## src/rtl/cbl_pkg.sv

```systemverilog
package cbl_pkg;
  parameter int ADDR_W = 32;
  parameter int HW_W   = 16;

  localparam logic [4:0] CLS_COND_A  = 5'd26;
  localparam logic [4:0] CLS_COND_B  = 5'd27;
  localparam logic [4:0] CLS_JUMP    = 5'd28;
  localparam logic [4:0] CLS_CALL_X  = 5'd29;
  localparam logic [4:0] CLS_CALL_HI = 5'd30;
  localparam logic [4:0] CLS_CALL_LO = 5'd31;

  typedef struct packed {
    logic              done;
    logic              flush;
    logic              undef;
    logic              lr_we;
    logic              clr_t;
    logic [ADDR_W-1:0] target;
    logic [ADDR_W-1:0] lr_data;
  } br_res_t;
endpackage

```

## src/rtl/cbl_half_pick.sv

```systemverilog
module cbl_half_pick
  import cbl_pkg::*;
#(
  parameter int HW = HW_W
) (
  input  logic [2*HW-1:0] word_i,
  input  logic            big_i,
  output logic [HW-1:0]   cur_o,
  output logic [HW-1:0]   nxt_o
);
  logic [HW-1:0] upper, lower;
  assign upper = word_i[2*HW-1:HW];
  assign lower = word_i[HW-1:0];
  assign cur_o = big_i ? upper : lower;
  assign nxt_o = big_i ? lower : upper;
endmodule

```

## src/rtl/cbl_cond_eval.sv

```systemverilog
module cbl_cond_eval (
  input  logic [3:0] cond_i,
  input  logic [3:0] flags_i,
  output logic       pass_o
);
  logic fn, fz, fc, fv;
  assign {fn, fz, fc, fv} = flags_i;

  always_comb begin
    unique case (cond_i)
      4'd0:    pass_o = fz;
      4'd1:    pass_o = !fz;
      4'd2:    pass_o = fc;
      4'd3:    pass_o = !fc;
      4'd4:    pass_o = fn;
      4'd5:    pass_o = !fn;
      4'd6:    pass_o = fv;
      4'd7:    pass_o = !fv;
      4'd8:    pass_o = fc && !fz;
      4'd9:    pass_o = !fc || fz;
      4'd10:   pass_o = (fn == fv);
      4'd11:   pass_o = (fn != fv);
      4'd12:   pass_o = !fz && (fn == fv);
      4'd13:   pass_o = fz || (fn != fv);
      default: pass_o = 1'b0;
    endcase
  end
endmodule

```

## src/rtl/cbl_decode.sv

```systemverilog
module cbl_decode
  import cbl_pkg::*;
#(
  parameter int AW = ADDR_W,
  parameter int HW = HW_W
) (
  input  logic [HW-1:0] cur_i,
  input  logic [HW-1:0] nxt_i,
  input  logic [AW-1:0] pc_i,
  input  logic [AW-1:0] lr_i,
  input  logic          pass_i,
  output br_res_t       res_o
);
  localparam int OFF8_EXT  = AW - 9;
  localparam int OFF11_EXT = AW - 12;
  localparam int HI_EXT    = AW - 23;

  logic [4:0]    cls, ncls;
  logic [AW-1:0] pc_p2, pc_p4, off8, off11, hi_off, lo_cur, lo_nxt, mid_lr;
  logic [AW-1:0] fuse_sum, solo_sum;

  assign cls    = cur_i[15:11];
  assign ncls   = nxt_i[15:11];
  assign pc_p2  = pc_i + AW'(2);
  assign pc_p4  = pc_i + AW'(4);
  assign off8   = {{OFF8_EXT{cur_i[7]}}, cur_i[7:0], 1'b0};
  assign off11  = {{OFF11_EXT{cur_i[10]}}, cur_i[10:0], 1'b0};
  assign hi_off = {{HI_EXT{cur_i[10]}}, cur_i[10:0], 12'b0};
  assign lo_cur = {{OFF11_EXT{1'b0}}, cur_i[10:0], 1'b0};
  assign lo_nxt = {{OFF11_EXT{1'b0}}, nxt_i[10:0], 1'b0};
  assign mid_lr = pc_p4 + hi_off;
  assign fuse_sum = mid_lr + lo_nxt;
  assign solo_sum = lr_i + lo_cur;

  always_comb begin
    res_o = '0;
    unique case (cls)
      CLS_COND_A, CLS_COND_B: begin
        if (cur_i[11:8] == 4'hE) begin
          res_o.done  = 1'b1;
          res_o.undef = 1'b1;
        end else if (cur_i[11:8] != 4'hF) begin
          res_o.done   = 1'b1;
          res_o.flush  = pass_i;
          res_o.target = pc_p4 + off8;
        end
      end
      CLS_JUMP: begin
        res_o.done   = 1'b1;
        res_o.flush  = 1'b1;
        res_o.target = pc_p4 + off11;
      end
      CLS_CALL_HI: begin
        res_o.done  = 1'b1;
        res_o.lr_we = 1'b1;
        if (ncls == CLS_CALL_LO) begin
          res_o.flush   = 1'b1;
          res_o.target  = fuse_sum;
          res_o.lr_data = {pc_p4[AW-1:1], 1'b1};
        end else if (ncls == CLS_CALL_X && !nxt_i[0]) begin
          res_o.flush   = 1'b1;
          res_o.clr_t   = 1'b1;
          res_o.target  = {fuse_sum[AW-1:2], 2'b00};
          res_o.lr_data = {pc_p4[AW-1:1], 1'b1};
        end else begin
          res_o.lr_data = mid_lr;
        end
      end
      CLS_CALL_LO: begin
        res_o.done    = 1'b1;
        res_o.flush   = 1'b1;
        res_o.lr_we   = 1'b1;
        res_o.target  = solo_sum;
        res_o.lr_data = {pc_p2[AW-1:1], 1'b1};
      end
      CLS_CALL_X: begin
        res_o.done = 1'b1;
        if (cur_i[0]) begin
          res_o.undef = 1'b1;
        end else begin
          res_o.flush   = 1'b1;
          res_o.lr_we   = 1'b1;
          res_o.clr_t   = 1'b1;
          res_o.target  = {solo_sum[AW-1:2], 2'b00};
          res_o.lr_data = {pc_p2[AW-1:1], 1'b1};
        end
      end
      default: ;
    endcase
  end
endmodule

```

## src/rtl/cbl_unit.sv

```systemverilog
module cbl_unit
  import cbl_pkg::*;
(
  input  logic              clk,
  input  logic              rst_n,
  input  logic              valid_i,
  input  logic [ADDR_W-1:0] pc_i,
  input  logic [2*HW_W-1:0] fetch_i,
  input  logic              big_end_i,
  input  logic [3:0]        flags_i,
  input  logic [ADDR_W-1:0] lr_i,
  output logic              done_o,
  output logic              flush_o,
  output logic [ADDR_W-1:0] target_o,
  output logic              lr_we_o,
  output logic [ADDR_W-1:0] lr_data_o,
  output logic              clr_tstate_o,
  output logic              undef_o
);
  logic [1:0]      rst_sync_q;
  logic            rst_ok;
  logic [HW_W-1:0] cur_hw, nxt_hw;
  logic            cond_pass;
  br_res_t         res_d, res_q, res_nx;
  logic            valid_q;

  always_ff @(posedge clk or negedge rst_n) begin
    if (!rst_n) rst_sync_q <= 2'b00;
    else        rst_sync_q <= {rst_sync_q[0], 1'b1};
  end
  assign rst_ok = rst_sync_q[1];

  cbl_half_pick #(.HW(HW_W)) u_pick (
    .word_i(fetch_i), .big_i(big_end_i), .cur_o(cur_hw), .nxt_o(nxt_hw)
  );

  cbl_cond_eval u_cond (
    .cond_i(cur_hw[11:8]), .flags_i(flags_i), .pass_o(cond_pass)
  );

  cbl_decode #(.AW(ADDR_W), .HW(HW_W)) u_dec (
    .cur_i(cur_hw), .nxt_i(nxt_hw), .pc_i(pc_i), .lr_i(lr_i),
    .pass_i(cond_pass), .res_o(res_d)
  );

  always_comb begin
    res_nx = res_q;
    if (valid_i) res_nx = res_d;
    else         res_nx = '0;
  end

  always_ff @(posedge clk or negedge rst_ok) begin
    if (!rst_ok) begin
      res_q   <= '0;
      valid_q <= 1'b0;
    end else begin
      res_q   <= res_nx;
      valid_q <= valid_i;
    end
  end

  assign done_o       = res_q.done;
  assign flush_o      = res_q.flush;
  assign undef_o      = res_q.undef;
  assign lr_we_o      = res_q.lr_we;
  assign clr_tstate_o = res_q.clr_t;
  assign target_o     = res_q.target;
  assign lr_data_o    = res_q.lr_data;

  p_flush_done_r13: assert property (@(posedge clk) disable iff (!rst_ok)
    flush_o |-> done_o);
  p_idle_quiet_r13: assert property (@(posedge clk) disable iff (!rst_ok)
    !valid_q |-> !done_o && !flush_o && !lr_we_o);
  p_undef_no_flush_r5: assert property (@(posedge clk) disable iff (!rst_ok)
    undef_o |-> !flush_o && !lr_we_o && !clr_tstate_o);
  p_clr_aligned_r10: assert property (@(posedge clk) disable iff (!rst_ok)
    clr_tstate_o |-> flush_o && lr_we_o && (target_o[1:0] == 2'b00));
  p_link_odd_r9: assert property (@(posedge clk) disable iff (!rst_ok)
    (lr_we_o && flush_o) |-> lr_data_o[0]);
  p_pulse_r13: assert property (@(posedge clk) disable iff (!rst_ok)
    (flush_o && !valid_i) |=> !flush_o);
endmodule

```

## config.mk

```make
export PLATFORM = sky130hd
export DESIGN_NAME = cbl_unit
export DESIGN_NICKNAME = d
export VERILOG_FILES = /design/src/rtl/cbl_pkg.sv /design/src/rtl/cbl_half_pick.sv /design/src/rtl/cbl_cond_eval.sv /design/src/rtl/cbl_decode.sv /design/src/rtl/cbl_unit.sv
export SDC_FILE = /design/constraint.sdc
export NUM_CORES = 1
export LEC_CHECK = 0
export ABC_AREA = 1
export BUFFER_PORTS_ARGS = -buffer_cell sky130_fd_sc_hd__buf_4
export CORE_ASPECT_RATIO = 0.8
export CORE_MARGIN = 3
export CORE_UTILIZATION = 29
export DETAILED_ROUTE_END_ITERATION = 6
export PLACE_DENSITY = 0.57
export SYNTH_ARGS = -nofsm -noshare
export SYNTH_HDL_FRONTEND = slang
export SYNTH_HIERARCHICAL = 1
export SYNTH_SLANG_ARGS = --single-unit
```

## constraint.sdc

```tcl
create_clock -name clk -period 2.7 [get_ports clk]
set_clock_uncertainty 0.15 [all_clocks]
set_input_delay 0.135 -clock clk [delete_from_list [all_inputs] [get_ports clk]]
set_output_delay 0.135 -clock clk [all_outputs]
set_load 0.05 [all_outputs]
```

==> impl_results.md, run 1 <==
* Simple logic cell fraction of the synthesized area at 0.4174
* CP Class: primary input to flip-flop
* Max Cap Viol at 0
* CP max FO at 5
* Clock sinks at 71
* Total grt overflow at 0
* CP startpoint: pc_i[2]
* Initial antenna violation count at 0
* Final slew viol count at 0
* Placer Congestion at 1.055
* Slowest CP cell: or2_4
* Mapped Nets at 2,287
* Row cnt at 66
* Final WL at 65,880 um
* Vias per cell at 5.066
* Syn avg cell area at 5.748 um^2
* Crit path DAT at 3400 ps
* PwrDens at 340.1 mW/mm^2
* PortBufs at 172
* Core area at 0.04079 mm^2
* Vias in the first global route at 16,480
* Die area at 0.04392 mm^2
* TritonRoute pass-1 iters at 5
* Synth cell count leaders: 629 x nand2_1, 327 x inv_1, 176 x nor2_1, 167 x nand3_1, 146 x a21oi_1
* Count leader, synth: nand2_1
* RSZ-0062 raised after global routing: yes
* Layout cell share with drive strength beyond 1 at 0.4394
* DR DRC count at 0
* Worst path max stage delay at 270 ps
* # H-tree levels at 3
* Post-synth top area share at 0.1965
* Ys flop type: dfrtp_1
* Via count at 17,270
* Fraction of registers with async set/reset at 1.000
* Total negative setup slack at -12,970 ps
* Setup crit end: target_o[28]
* FF-to-FF setup slack at 1480 ps
* CP Launch Type: primary input
* Max Clk Rate at 0.3032 GHz
* Cell variety after synth at 60
* Synth top area cells: nand2_1 20%, dfrtp_1 15%, inv_1 10%
* Minimum clock period at 3298 ps
* Final WS setup at -598.4 ps
* Cells after Synth at 2,090
* Synth Area in Adders at 0.09935
* Violations in the final reports: negative setup slack
* RR Endpoint: target_o[22]
* Leak at 11.12 nW
* Drt initial violations at 1,519
* Worst Max-Slew Pin Slew at 901.1 ps
* Final ANT Viol Nets at 0
* Tightest Hold Check Type: primary input to flip-flop
* Kind of end point of the critical path: flip-flop
* Routed len/inst at 19.32 um
* Final period utilization at 1.222
* Critical path's most frequent cell: nand2_1
* Initial Util at 0.2945
* Endpoints failing setup at 37
* Area growth syn-to-layout at 76.44%
* Tot GR Track Use at 0.2910
* CTS tree: done
* CTS root buffer: clkbuf_16
* Post-DP HPWL at 54,470 um
* Largest net degree at the start of global routing at 70
* Final hold violation count at 0
* # IOs at 173
* Post-synthesis compound-gate area fraction at 0.1675
* Worst reg2reg startpoint: rst_sync_q[1]
* Worst path required time at 2800 ps
* Multiplexer area fraction after synthesis at 0
* Die X at 233.6 um
* Post-synth EDFFs at 0
* Antenna cells at 0
* R2r worst-path depth at 1
* Total CTS buffers at 9
* Die height at 188.1 um
* Max_slew headroom at 0.3992
* Synth Register Bits at 71
* Clk slew on worst S/H paths at 60 ps
* Largest family of logic cells by synthesized area: simple AND/OR/NAND/NOR gates
* Fin cells at 3,409
* Inst Count DP at 3,317
* Final net count at 3,057
* First-pass GRT wire length at 96,830 um
* Clock Latency Late Sink at 350 ps
* Peak VDD IR at 0.0002808 V
* Status: finished, violations left
* Synthesis Warnings at 6
* Seq/Total Area, Yosys at 0.1479
* Synth area leader: nand2_1
* Clock Path Buffers at 2
* Post-Syn Area at 0.01201 mm^2
* Post-Synth XOR/XNOR Area at 0.03697
==> worst min path at each step <==
stage / from / cells past startpoint / end / slack [ps]
6_report: lr_i[12] / 5 / target_o[12] / 70
3_3_place_gp: rst_n / 1 / rst_sync_q[0] / -230
5_1_grt: lr_i[12] / 5 / target_o[12] / 70
2_1_floorplan: rst_n / 0 / rst_sync_q[0] / -310
4_1_cts: lr_i[12] / 5 / target_o[12] / 40
3_5_place_dp: rst_n / 1 / rst_sync_q[0] / -230
==> routing by layer <==
layer | track usage | wire length (um) | vias to the layer above
met3 | 0.03220 | 5929 | 71
met1 | 0.4413 | 30710 | 8128
met5 | 0 | 0 | -
met4 | 0.06871 | 1568 | 0
met2 | 0.4362 | 27670 | 710
li1 | - | - | 8360
==> cell usage in the layout, fill, tap and decap left out, types with 41 or more instances in the layout <==
cell type,count
inv_1,282
o21ai_0,65
nor2_1,120
a21oi_1,107
buf_6,46
nand2_2,85
nand2_1,544
buf_4,734
dfrtp_1,70
nor2_2,41
nand4_1,53
nand3_1,130
ha_1,55
==> layout make-up <==
| type | count | area, um^2 |
|---|---|---|
| Multi-Input combinational cell | 1646 | 10870 |
| Inverter | 338 | 1323 |
| Sequential cell | 71 | 1778 |
| Timing Repair Buffer | 794 | 6254 |
| Clock buffer | 10 | 229.0 |
| Fill cell | 4069 | 19600 |
| Tap cell | 544 | 680.7 |
| Clock inverter | 6 | 68.82 |
==> sequential cells by signal, summed over array words and instances (netlist names) <==
signal,cells
rst_sync_q,2
clr_tstate_o,1
done_o,1
lr_we_o,1
flush_o,1
target_o,32
lr_data_o,32
undef_o,1
==> kinds of logic (layout without fill, tap and decap cells) <==
logic type	Yosys count	after routing
AOI/OAI and AO/OA	354	354
xor gates and xnor gates	49	49
adders and majority gates	93	93
buffers and inverters	373	1148
DFF	71	71
other	1	1
and+or+nand+nor	1149	1149
==> report_power, final <==
part	switching, W	leakage (nW)	internal [W]	total (W)
Sequential	0.00000869	0.981	0.00109	0.00110
Clock	0.000516	0.143	0.000720	0.00124
Combinational	0.00270	10.0	0.00217	0.00487
Total	0.00322	11.1	0.00398	0.00721
==> what timing repair did <==
item / in CTS / in global routing
endpoints found under the setup margin: 42 / 43
setup buffers: 50 / 27
endpoints found under the hold margin: 4 / 0
resized for setup: 378 / 200
pin swaps: 101 / 59
hold buffers: 5 / 0
==> critical path, delay by kind of cell <==
kind            cells  cell delay [ps]
xor+xnor            1              120
simple gates       15             1490
compound gates      1              270
fa+ha+maj           2              410
buf+inv            11              970
==> through the flow <==
step / power (W) / hold WS (ps) / instance area [um^2] / worst slack, ps / util
2_1_floorplan: 0.002917 / -310.6 / 12130 / -423.4 / -
3_3_place_gp: 0.004904 / -232.9 / 17980 / -1438 / 0.4409
3_5_place_dp: 0.004921 / -230.9 / 17980 / -1406 / 0.4409
4_1_cts: 0.006784 / 39.50 / 20170 / -495.1 / 0.4945
5_1_grt: 0.007628 / 70.56 / 21200 / -755.3 / 0.5196
6_report: 0.007208 / 68.55 / 21200 / -598.4 / 0.5196
(Power assumes the default switching activity.)
==> run 2, diff against run 1 <==
CORE_UTILIZATION = 35   (was 29)
PLACE_DENSITY = 0.64   (was 0.57)
==> run 2 against run 1 <==
Net effect: die area shrank 17%; sequential power is essentially flat; highest routed layer unchanged; register-to-register slack gained 30 ps; routed wire length grew 0.36%; worst setup slack gained 67 ps; critical endpoint is now target_o[29]; via count grew 2.3%; first-iteration DRC count grew 27%; clock power grew 9%; the flow still finishes with violations (negative setup slack).
==> impl_results.md, run 2 (synthesis gave the netlist of run 1 again) <==
* DR DRC count at 0 (unchanged)
* Post-DP HPWL at 52,710 um (-3.2%)
* Peak VDD IR at 0.0002687 V (-4.3%)
* # H-tree levels at 3 (unchanged)
* Total grt overflow at 0 (unchanged)
* Final WS setup at -530.9 ps (+67.44 ps)
* Max_slew headroom at 0.4198 (+0.02054)
* FF-to-FF setup slack at 1510 ps (+30 ps)
* Initial Util at 0.3564 (+0.06192)
* Final net count at 3,063 (+0.20%)
* Die X at 213.1 um (-8.7%)
* Fin cells at 3,305 (-3.1%)
* Largest net degree at the start of global routing at 70 (unchanged)
* Leak at 11.34 nW (+2.0%)
* Max Clk Rate at 0.3095 GHz (+2.1%)
* Via count at 17,670 (+2.3%)
* Minimum clock period at 3231 ps (-67.44 ps)
* Slowest CP cell: or2_4
* Delay-heaviest family, CP: simple AND/OR/NAND/NOR gates
* Buf/Inv on CP at 7 (-4)
* Status: finished, violations left
* Tot GR Track Use at 0.3384 (+0.04746)
* Final ANT Viol Nets at 0 (unchanged)
* Die area at 0.03660 mm^2 (-17%)
* Worst Max-Slew Pin Slew at 870.3 ps (-30.80 ps)
* Worst hold start: pc_i[0]
* Final WL at 66,110 um (+0.36%)
* Die height at 171.7 um (-8.7%)
* Layout cell share with drive strength beyond 1 at 0.4873 (+0.04785)
* Area growth syn-to-layout at 83.01%
* Vias in the first global route at 16,190 (-1.8%)
* Clock sinks at 71 (unchanged)
* Final slew viol count at 0 (unchanged)
* Worst hold slack at 20.01 ps (-48.53 ps)
* Clk slew on worst S/H paths at 60 ps (about the same)
* Hold path endpoint: lr_data_o[0]
* Final period utilization at 1.197 (-0.02498)
* Commonest non-fill, non-tap cell in the layout: buf_4
* Clock Path Buffers at 2 (unchanged)
* CP Class: primary input to flip-flop
* PortBufs at 172 (unchanged)
* Endpoints failing setup at 35 (-5.4%)
* Crit path DAT at 3320 ps (-80 ps)
* Drt initial violations at 1,932 (+27%)
* CP Launch Type: primary input
* Row cnt at 60 (-9.1%)
* Tot Pwr at 0.007684 W (+6.6%)
* Max Cap Viol at 0 (unchanged)
* RR Endpoint: target_o[24]
* RSZ-0062 raised after global routing: yes
* Placer Congestion at 1.033 (-2.1%)
* Min-Delay Path Depth at 5 (unchanged)
* Worst path required time at 2790 ps (about the same)
* Critical path's most frequent cell: nand2_2
* Fillers at 2,877 (-29%)
* Tightest Hold Check Type: primary input to flip-flop
* Violations in the final reports: negative setup slack
* TritonRoute pass-1 iters at 6 (+1)
* Total CTS buffers at 9 (unchanged)
* CTS tree: done
* CTS root buffer: clkbuf_16
* Commonest cells after routing, fill and taps aside: 717 x buf_4, 512 x nand2_1, 262 x inv_1
* PwrDens at 349.5 mW/mm^2 (+2.8%)
* Kind of end point of the critical path: flip-flop
* Final hold violation count at 0 (unchanged)
* Worst reg2reg startpoint: rst_sync_q[1]
* Clock Latency Late Sink at 350 ps (about the same)
* Vias per cell at 5.347 (+5.5%)
* Initial antenna violation count at 0 (unchanged)
* First-pass GRT wire length at 93,870 um (-3.1%)
* Inst Count DP at 3,211 (-3.2%)
* Antenna cells at 0 (unchanged)
* Routed len/inst at 20.00 um (+3.5%)
* Final core utilization at 0.6523 (+0.1327)
* Worst path max stage delay at 270 ps (about the same)
* R2r worst-path depth at 1 (unchanged)
* CP max FO at 4 (-1)
* Post-place setup slack at -1409 ps (-2.800 ps)
* Core area at 0.03371 mm^2 (-17%)
* # IOs at 173 (unchanged)
run 2: cell types whose count changed in the layout (fill, tap and decap cells not counted), sizes merged:
cell / before / now
buf: 789 / 796
clkinv: 5 / 3
bufinv: 1 / 2
clkbuf: 10 / 9
clkinvlp: 2 / 3
dlygate4sd3: 5 / 4
inv: 336 / 337
run 2: repair_timing:
action                     in CTS  in global routing
hold endpoints to repair        3                  0
gates resized for setup       361                436
pin swaps                      76                176
hold buffers                    4                  0
setup endpoints to repair      41                 44
setup buffers                  25                 60
gates cloned                    0                  0
run 2: how the worst max path moves through the flow:
stage | startpoint | slack (ps) | endpoint | cells after the start
global route | pc_i[2] | -710 | target_o[29] | 29
detailed placement | pc_i[2] | -1410 | target_o[31] | 28
floorplan | pc_i[2] | -420 | target_o[31] | 28
finish | pc_i[2] | -530 | target_o[29] | 29
global placement | pc_i[2] | -1380 | target_o[31] | 27
CTS | pc_i[9] | -450 | target_o[21] | 20
run 2: through the flow:
stage / TNS [ps] / area (um^2)
after floorplan: -5376 / 12130
after global routing: -16190 / 21990
after detailed placement: -35790 / 17880
final: -11560 / 21990
after CTS: -8253 / 19850
after global placement: -35080 / 17880
run 2: worst min-delay path: stages:
cell and delay (ps):
buf_4 90, nand2_1 60, nand3_1 90, nand2_1 60, inv_1 50
run 2: layout make-up:
| cell class | instances | area [um^2] | share of cell area |
|---|---|---|---|
| repair buffers | 800 | 6420 | 0.2920 |
| multi-input cells | 1646 | 11590 | 0.5270 |
| clock buffers | 9 | 225.2 | 0.01024 |
| well taps | 434 | 543.0 | 0.02470 |
| clock inverters | 7 | 102.6 | 0.004666 |
| flip-flops and latches | 71 | 1778 | 0.08086 |
| inverters | 338 | 1331 | 0.06055 |
run 2: layer usage:
metal,GRT usage,routed length [um],vias to the layer above
li1,-,-,8377
met4,0.07840,1947,0
met1,0.5031,29310,8285
met3,0.06692,7417,121
met2,0.5013,27440,888
met5,0,0,-
run 2: where the power goes:
part / internal, W / total (W) / switching [W] / leakage [nW]
Clock: 0.000821 / 0.00135 / 0.000524 / 0.157
Sequential: 0.00109 / 0.00110 / 0.00000832 / 0.981
Combinational: 0.00233 / 0.00524 / 0.00292 / 10.2
